## config.mk

```make
export PLATFORM = sky130hd
export DESIGN_NAME = us_event_timer
export DESIGN_NICKNAME = d
export VERILOG_FILES = /design/src/rtl/us_timer_pkg.sv /design/src/rtl/tmr_regif.sv /design/src/rtl/tmr_core.sv /design/src/rtl/us_event_timer.sv
export SDC_FILE = /design/constraint.sdc
export NUM_CORES = 1
export LEC_CHECK = 0
export ABC_AREA = 1
export BUFFER_PORTS_ARGS = -buffer_cell sky130_fd_sc_hd__buf_2
export CAP_MARGIN = 20
export CELL_PAD_IN_SITES_DETAIL_PLACEMENT = 1
export CELL_PAD_IN_SITES_GLOBAL_PLACEMENT = 2
export CORE_ASPECT_RATIO = 1.75
export CORE_MARGIN = 2
export CORE_UTILIZATION = 30
export CTS_CLUSTER_DIAMETER = 120
export DETAILED_ROUTE_END_ITERATION = 10
export GPL_ROUTABILITY_DRIVEN = 0
export PLACE_DENSITY_LB_ADDON = 0.1
export SYNTH_ARGS = -nofsm -noshare
export SYNTH_HDL_FRONTEND = slang
export SYNTH_SLANG_ARGS = --single-unit
```

## constraint.sdc

```tcl
create_clock -name clk -period 2 [get_ports clk]
set_input_delay 0 -clock clk [delete_from_list [all_inputs] [get_ports clk]]
set_output_delay 0 -clock clk [all_outputs]
set_load 0.005 [all_outputs]
```

## src/rtl/us_timer_pkg.sv

```systemverilog
// Package: shared field positions and register offsets for the event timer.
// Assumes a 32-bit register bus with a byte-addressed offset.
package us_timer_pkg;
    localparam int DATA_W   = 32;
    localparam int CNT_W    = 29;
    localparam int EN_BIT   = 31;
    localparam int PER_BIT  = 30;
    localparam int ACK_BIT  = 30;
    localparam int OFF_TRIG = 0;
    localparam int OFF_STAT = 4;

    typedef logic [CNT_W-1:0] cnt_t;
endpackage

```

## src/rtl/tmr_regif.sv

```systemverilog
// Module: register decode. It turns a bus write into trigger and acknowledge
// strobes and multiplexes read data. It assumes one write per strobe cycle
// and combinational reads.
module tmr_regif
    import us_timer_pkg::*;
#(
    parameter int ADDR_W = 3
) (
    input  logic              bus_wr,
    input  logic [ADDR_W-1:0] bus_addr,
    input  logic [DATA_W-1:0] bus_wdata,
    input  logic              en,
    input  logic              per,
    input  cnt_t              reload,
    input  cnt_t              cnt,
    input  logic              pend,
    output logic              wr_trig,
    output logic              ack,
    output logic [DATA_W-1:0] bus_rdata
);
    localparam logic [ADDR_W-1:0] A_TRIG = ADDR_W'(OFF_TRIG);
    localparam logic [ADDR_W-1:0] A_STAT = ADDR_W'(OFF_STAT);

    // Write strobes: trigger load, and acknowledge only when bit 30 is set.
    always_comb begin
        wr_trig = bus_wr && (bus_addr == A_TRIG);
        ack     = bus_wr && (bus_addr == A_STAT) && bus_wdata[ACK_BIT];
    end

    // Read mux: trigger fields or status (count plus pending flag).
    always_comb begin
        bus_rdata = '0;
        if (bus_addr == A_TRIG) begin
            bus_rdata[EN_BIT]    = en;
            bus_rdata[PER_BIT]   = per;
            bus_rdata[CNT_W-1:0] = reload;
        end else if (bus_addr == A_STAT) begin
            bus_rdata[ACK_BIT]   = pend;
            bus_rdata[CNT_W-1:0] = cnt;
        end
    end
endmodule

```

## src/rtl/tmr_core.sv

```systemverilog
// Module: countdown state. It holds enable, mode, reload value, live count and
// the pending flag. It assumes tick is a single-cycle enable. A trigger write
// takes priority over a tick in the same cycle, and an expiry takes priority
// over an acknowledge.
module tmr_core
    import us_timer_pkg::*;
(
    input  logic              clk,
    input  logic              rst_n,
    input  logic              tick,
    input  logic              wr_trig,
    input  logic              ack,
    input  logic [DATA_W-1:0] wdata,
    output logic              en,
    output logic              per,
    output cnt_t              reload,
    output cnt_t              cnt,
    output logic              pend
);
    logic fire;
    logic unused_bit29;

    assign unused_bit29 = wdata[CNT_W];

    // Expiry: an enabled tick at zero count that no write overrides.
    always_comb fire = tick && en && (cnt == '0) && !wr_trig;

    // Timer state: load on a write, else count down, reload or disarm on a tick.
    always_ff @(posedge clk) begin
        if (!rst_n) begin
            en     <= 1'b0;
            per    <= 1'b0;
            reload <= '0;
            cnt    <= '0;
        end else if (wr_trig) begin
            en     <= wdata[EN_BIT];
            per    <= wdata[PER_BIT];
            reload <= wdata[CNT_W-1:0];
            cnt    <= wdata[CNT_W-1:0];
        end else if (tick && en) begin
            if (cnt == '0) begin
                if (per) cnt <= reload;
                else     en  <= 1'b0;
            end else begin
                cnt <= cnt - 1'b1;
            end
        end
    end

    // Pending flag: set by expiry, cleared by acknowledge, with set winning.
    always_ff @(posedge clk) begin
        if (!rst_n)    pend <= 1'b0;
        else if (fire) pend <= 1'b1;
        else if (ack)  pend <= 1'b0;
    end
endmodule

```

## src/rtl/us_event_timer.sv

```systemverilog
// Module: top of the microsecond event timer. It connects register decode to
// the countdown core and drives the level interrupt. It assumes one instance
// per register window, with the tick generated outside.
module us_event_timer
    import us_timer_pkg::*;
#(
    parameter int ADDR_W = 3
) (
    input  logic              clk,
    input  logic              rst_n,
    input  logic              tick_1us,
    input  logic              bus_wr,
    input  logic [ADDR_W-1:0] bus_addr,
    input  logic [DATA_W-1:0] bus_wdata,
    output logic [DATA_W-1:0] bus_rdata,
    output logic              irq
);
    logic wr_trig, ack, en_q, per_q, pend_q;
    cnt_t reload_q, cnt_q;

    tmr_regif #(.ADDR_W(ADDR_W)) u_regif (
        .bus_wr(bus_wr), .bus_addr(bus_addr), .bus_wdata(bus_wdata),
        .en(en_q), .per(per_q), .reload(reload_q), .cnt(cnt_q), .pend(pend_q),
        .wr_trig(wr_trig), .ack(ack), .bus_rdata(bus_rdata)
    );

    tmr_core u_core (
        .clk(clk), .rst_n(rst_n), .tick(tick_1us), .wr_trig(wr_trig), .ack(ack),
        .wdata(bus_wdata), .en(en_q), .per(per_q), .reload(reload_q),
        .cnt(cnt_q), .pend(pend_q)
    );

    // Interrupt output: level copy of the pending flag.
    always_comb irq = pend_q;
endmodule

```

[After elaboration in Yosys (flattened, before gate mapping)]
Cells that the tools add are included.
Word-level totals
  memory bits (read-only): 0
  memories: 0
  word-level logic and storage cells: 38
  output and inout port bits: 33
  bits in registers: 61
  memory bits (writable): 0
  input port bits: 39
  bits in latches: 0
Operators by class
  reduce and logical (&&, ||, !) cells: 14
  mux-type cells: 15
  equality and inequality tests: 3
  shifts and indexed selects: 0
  order comparisons: 0
  div/mod/pow operators: 0
  $add $sub $neg: 1
  bitwise operators: 0
  $mul: 0
Operator list (number)
  29-bit 2-to-1 mux: 6
  29-bit logical NOT: 1
  29-bit by 1-bit subtractor with 29-bit output (second input constant): 1
  1-bit 2-to-1 mux: 9
  1-bit logical AND: 6
  2-bit nonzero test: 3
  3-bit equality test (second input constant): 1
  3-bit logical NOT: 1
  3-bit by 1-bit != test with 1-bit output (second input constant): 1
  3-bit AND reduction: 1
  2-bit by 1-bit != test with 1-bit output (second input constant): 1
  2-bit AND reduction: 1
  1-bit logical NOT: 1

[Longest topological paths before layout]
  depth after elaboration: 5
  gate-level depth with buffers: 14

[Cells and area by module]
Synthesis repeated with hierarchy kept, for this count alone.
Unflattened totals
  cell total of the unflattened synthesis: 675
  area total of the unflattened synthesis: 4221.5 um^2
By module, submodules not included
  tmr_core: cells an instance 561, area each 3565.9 um^2, sequential area each 1221.2 um^2, times used 1
  tmr_regif: cells an instance 114, area each 655.6 um^2, sequential area each 0.0 um^2, times used 1

[Worst setup path before layout]
OpenSTA, ideal clock, no wires.
  path kind: reg2reg
  from: register u_core.cnt[0]
  to: register u_core.en
  cell stages (with the launch flop): 11
  path slack: 282 ps
  arrival time: 1590 ps
  cell sequence: dfxtp_1 inv_1 ha_1 nand2_4 nor2_8 nand2_2 nor2_4 nand3_4 buf_6 o31ai_1 a21oi_1
On the way
  cells in the longest elaborated chain, start to end: 3
Ends and longest elaborated chain
  start, declared: line tmr_core.sv:17  | output cnt_t cnt,
  start signal, assigned: line tmr_core.sv:39  | cnt <= wdata[CNT_W-1:0];
  start signal, assigned: line tmr_core.sv:42  | if (per) cnt <= reload;
  start signal, assigned: line tmr_core.sv:45  | cnt <= cnt - 1'b1;
  29-bit logical NOT: line tmr_core.sv:41  | if (cnt == '0) begin
  2-bit nonzero test (no line)
  3-bit AND reduction (no line)
  end signal, assigned: line tmr_core.sv:36  | en <= wdata[EN_BIT];
  end, declared: line tmr_core.sv:14  | output logic en,
Every way passes these cells.
A chain may end at the register's enable or synchronous reset.

[Worst setup path after layout]
  from: register u_core.cnt[8]
  to: register u_core.cnt[17]
On the way
  cells in the longest elaborated chain, start to end: 4
Ends and longest elaborated chain
  29-bit by 1-bit subtractor with 29-bit output / 29-bit logical NOT (equally long branches): line tmr_core.sv:45, tmr_core.sv:41
  29-bit 2-to-1 mux: line tmr_core.sv:41
  29-bit 2-to-1 mux: line tmr_core.sv:40  | end else if (tick && en) begin
  29-bit 2-to-1 mux: line tmr_core.sv:35  | end else if (wr_trig) begin
Several ways; a longest one is shown, not always the timed one. The select of a mux whose other input is x is not followed.

==> flow_metrics.tcl <==
set metrics [dict create \
    slew_violations 0 \
    drt_iter0_markers 103 \
    syn_nets 640 \
    critPathArrivalTime_ns 2.14 \
    post_synthesis_cell_area_sq_mm 0.00382 \
    area_growth_syn_to_layout_pct 34.3 \
    grt_start_max_net_pins 35 \
    timing.critical_path.from_type "register" \
    die_height_um 153 \
    worst_r2r_endpoint "u_core.cnt[17]" \
    finish.utilization_pct 41.3 \
    antenna_violating_nets_post_route 0 \
    power.density_mw_per_mm2 1010 \
    antenna_found_initial 0 \
    buffers_on_ports 69 \
    first_global_vias 4472 \
    regToRegSetupSlack_ns 0.14 \
    worstHoldEndpoint "u_core.pend" \
    worst_setup_hold_path_clk_slew_ns 0.05 \
    setup_violations 0 \
    placement.setup.worst_slack_ns -0.0695 \
    clock_buffers_created_by_tritoncts 9 \
    final_total_power_mw 5.19 \
    source_of_the_worst_register_to_register_timing_path "u_core.cnt[8]" \
    rr_worst_depth 11 \
    overflow 0 \
    hold_start "bus_wr" \
    synth_top_cell_area_share_pct 32.0 \
    post-dp-hpwl_mm 11.0 \
    min_path_cells 4 \
    worst_ir_drop_vdd_v 0.000448 \
    vias 4316 \
    yosys_warnings 0 \
    dpl_cell_area_sq_mm 0.00447 \
    finalClockSkew_ns 0.00719 \
    max_freq_mhz 536 \
    routed_via_density 4.84 \
    post-place-cells 843 \
    timing.critical_path.required_ns 2.27 \
    synth_cell_type_count 35 \
    routedWlPerCell_um 16.4 \
    status "finished clean" \
    htreeDepth 3 \
    post-route-min-period_ns 1.86 \
    crit_family "simple AND/OR/NAND/NOR gates" \
    start_util_pct 30.7 \
    critical_path.endpoint_type "register" \
    drc 0 \
    drt_wl_total_mm 14.6 \
    worstSetupPathType "reg2reg" \
    drive_gt1_share_pct 21.9 \
    min_path_type "in2reg" \
    core_sq_mm 0.0124 \
    crit_buf_inv 1 \
    finalHoldViolations 0 \
    globalRouteTotalUtil_pct 22.4 \
    die_width_um 89.3 \
    design_area_sq_mm 0.00513 \
    finish.cell_count_without_fillers 891 \
    grt_pass1_wl_mm 23.2 \
    post_synth_main_area_contributors "sky130_fd_sc_hd__dfxtp_1, sky130_fd_sc_hd__nand2_1, sky130_fd_sc_hd__o21ai_0" \
    fill_cells 1682 \
    synth_sequential_area_ratio_pct 32.0 \
    die_area_sq_mm 0.0137 \
    cts_buffer_depth 2 \
    rows 54 \
    p_leak_nw 2.35 \
    critical_path.cell_chain "buf_4, nor2_1, nand2_1, nor2_1, nand2_1, nor2_1, xor2_1, nand2_1, nand3_1, nor2_1, nor2_1" \
    cell_repeated_most_along_the_worst_path "sky130_fd_sc_hd__nor2_1" \
    avgSynthCellArea_sq_um 6.36 \
    synth-seq-cells 61 \
    drt_pre_antenna_iters 4 \
    top_fanout_value_on_the_critical_path 4 \
    unrepaired_setup_endpoints_after_global_routing "true" \
    antennaDiodeCount 0 \
    clk-insertion-delay-late_ns 0.34 \
    cts.sinks 61 \
    cp_slowest_stage_delay_ns 0.31 \
    fin_ws_ns 0.136 \
    cts-root-buf "sky130_fd_sc_hd__clkbuf_16" \
    instance_count_of_the_mapped_netlist 600 \
    synth_largest_area_cell "sky130_fd_sc_hd__dfxtp_1" \
    fin_crit_sh_pct 93.2 \
    top_level_ports 72 \
    max_cap_viols 0 \
    crit_path_top_delay_cell "sky130_fd_sc_hd__dfxtp_1" \
    tritoncts_clock_tree "yes" \
    layout.nets 758 \
]
[layout make-up]
type / instances / area (sq um) / share of cell area (%)
multi-input combinational: 450 / 2240 / 43.6
sequential: 61 / 1220 / 23.8
timing repair buffer: 134 / 911 / 17.8
clock buffer: 13 / 270 / 5.27
inverter: 62 / 238 / 4.64
tap: 168 / 210 / 4.10
clock inverter: 3 / 42.5 / 0.829
[metal layers]
metal / vias up / routed length, um / track usage, %
met2: 61 / 8250 / 42.3
met3: 28 / 250 / 3.19
met5: - / 0 / 0
met4: 0 / 334 / 7.32
met1: 2050 / 5790 / 24.5
li1: 2177 / - / -
[synth_stat cells, drive strengths merged]
cell type	instances
nand2	179
nor2	68
inv	62
dfxtp	61
a21oi	59
o21ai	58
nand3	35
xor2	16
buf	14
clkbuf	13
nand4	10
o22ai	10
a21boi	4
nor3	4
o211ai	2
a22oi	1
conb	1
ha	1
o31ai	1
xnor2	1
[stage by stage]
step                hold WS, ns  TNS [ns]
detailed placement        0.278    -0.574
finish                   0.0675         0
global placement          0.264  -0.00715
global route             0.0977   -0.0492
floorplan                 0.137         0
CTS                      0.0606         0
[kinds of logic (layout without fill, tap and decap cells)]
logic type / count (synthesis) / after routing / share of synthesized area (%)
and+or+nand+nor: 296 / 296 / 33.9
adders and majority gates: 1 / 1 / 0.328
other: 1 / 1 / 0.0982
DFF: 61 / 61 / 32.0
AOI/OAI and AO/OA: 135 / 135 / 19.7
buffers and inverters: 89 / 212 / 10.0
xor gates and xnor gates: 17 / 17 / 3.90
[worst register-to-register path: cells and delay by family, from the launching register on]
family        cells  cell delay (ns)
simple gates      9             1.18
buf+inv           1             0.15
xor+xnor          1             0.15
flops             1             0.31
[what timing repair did]
action	CTS	global route
gates resized for setup	2	11
pin swaps	0	2
buffers inserted	0	1
hold buffers	31	0
endpoints found under the setup margin	19	29
endpoints found under the hold margin	35	0
[power by group]
part	total, mW	leakage (nW)	switching, mW	internal [mW]
Combinational	2.19	1.70	1.36	0.831
Sequential	1.33	0.494	0.0576	1.28
Clock	1.66	0.152	0.595	1.07
Total	5.19	2.35	2.02	3.17
[worst max-delay path by stage]
stage | from | endpoint | slack, ns | cells past startpoint
floorplan | u_core.cnt[0] | u_core.en | 0.28 | 10
global placement | u_core.cnt[23] | u_core.cnt[1] | -0.007 | 10
finish | u_core.cnt[8] | u_core.cnt[17] | 0.14 | 11
global route | u_core.cnt[23] | u_core.cnt[7] | -0.01 | 10
detailed placement | u_core.cnt[23] | u_core.cnt[0] | -0.07 | 10
CTS | u_core.cnt[1] | u_core.cnt[18] | 0.005 | 12
[sequential cells by signal, summed over array words and instances (netlist names)]
name           count
u_core.cnt        29
u_core.reload     29
u_core.per         1
u_core.pend        1
u_core.en          1
[layout by cell type, fill, tap and decap left out, types with 2 or more instances in the layout]
cell                              n
sky130_fd_sc_hd__nand4_1         10
sky130_fd_sc_hd__nand2_2          9
sky130_fd_sc_hd__nor3_1           3
sky130_fd_sc_hd__inv_2            2
sky130_fd_sc_hd__buf_2           69
sky130_fd_sc_hd__buf_4           34
sky130_fd_sc_hd__o22ai_1         10
sky130_fd_sc_hd__xor2_1          16
sky130_fd_sc_hd__o21ai_2          3
sky130_fd_sc_hd__nand2_1        168
sky130_fd_sc_hd__a21oi_1         54
sky130_fd_sc_hd__nand2_4          2
sky130_fd_sc_hd__a21boi_0         4
sky130_fd_sc_hd__nand3_1         33
sky130_fd_sc_hd__nor2_1          58
sky130_fd_sc_hd__nor2_2           6
sky130_fd_sc_hd__clkbuf_16        9
sky130_fd_sc_hd__nor2_4           3
sky130_fd_sc_hd__inv_4            2
sky130_fd_sc_hd__o211ai_2         2
sky130_fd_sc_hd__dfxtp_1         61
sky130_fd_sc_hd__dlygate4sd3_1   31
sky130_fd_sc_hd__a21oi_2          5
sky130_fd_sc_hd__inv_1           58
sky130_fd_sc_hd__o21ai_1          4
sky130_fd_sc_hd__clkbuf_8         3
sky130_fd_sc_hd__o21ai_0         51
(Power assumes the default switching activity.)
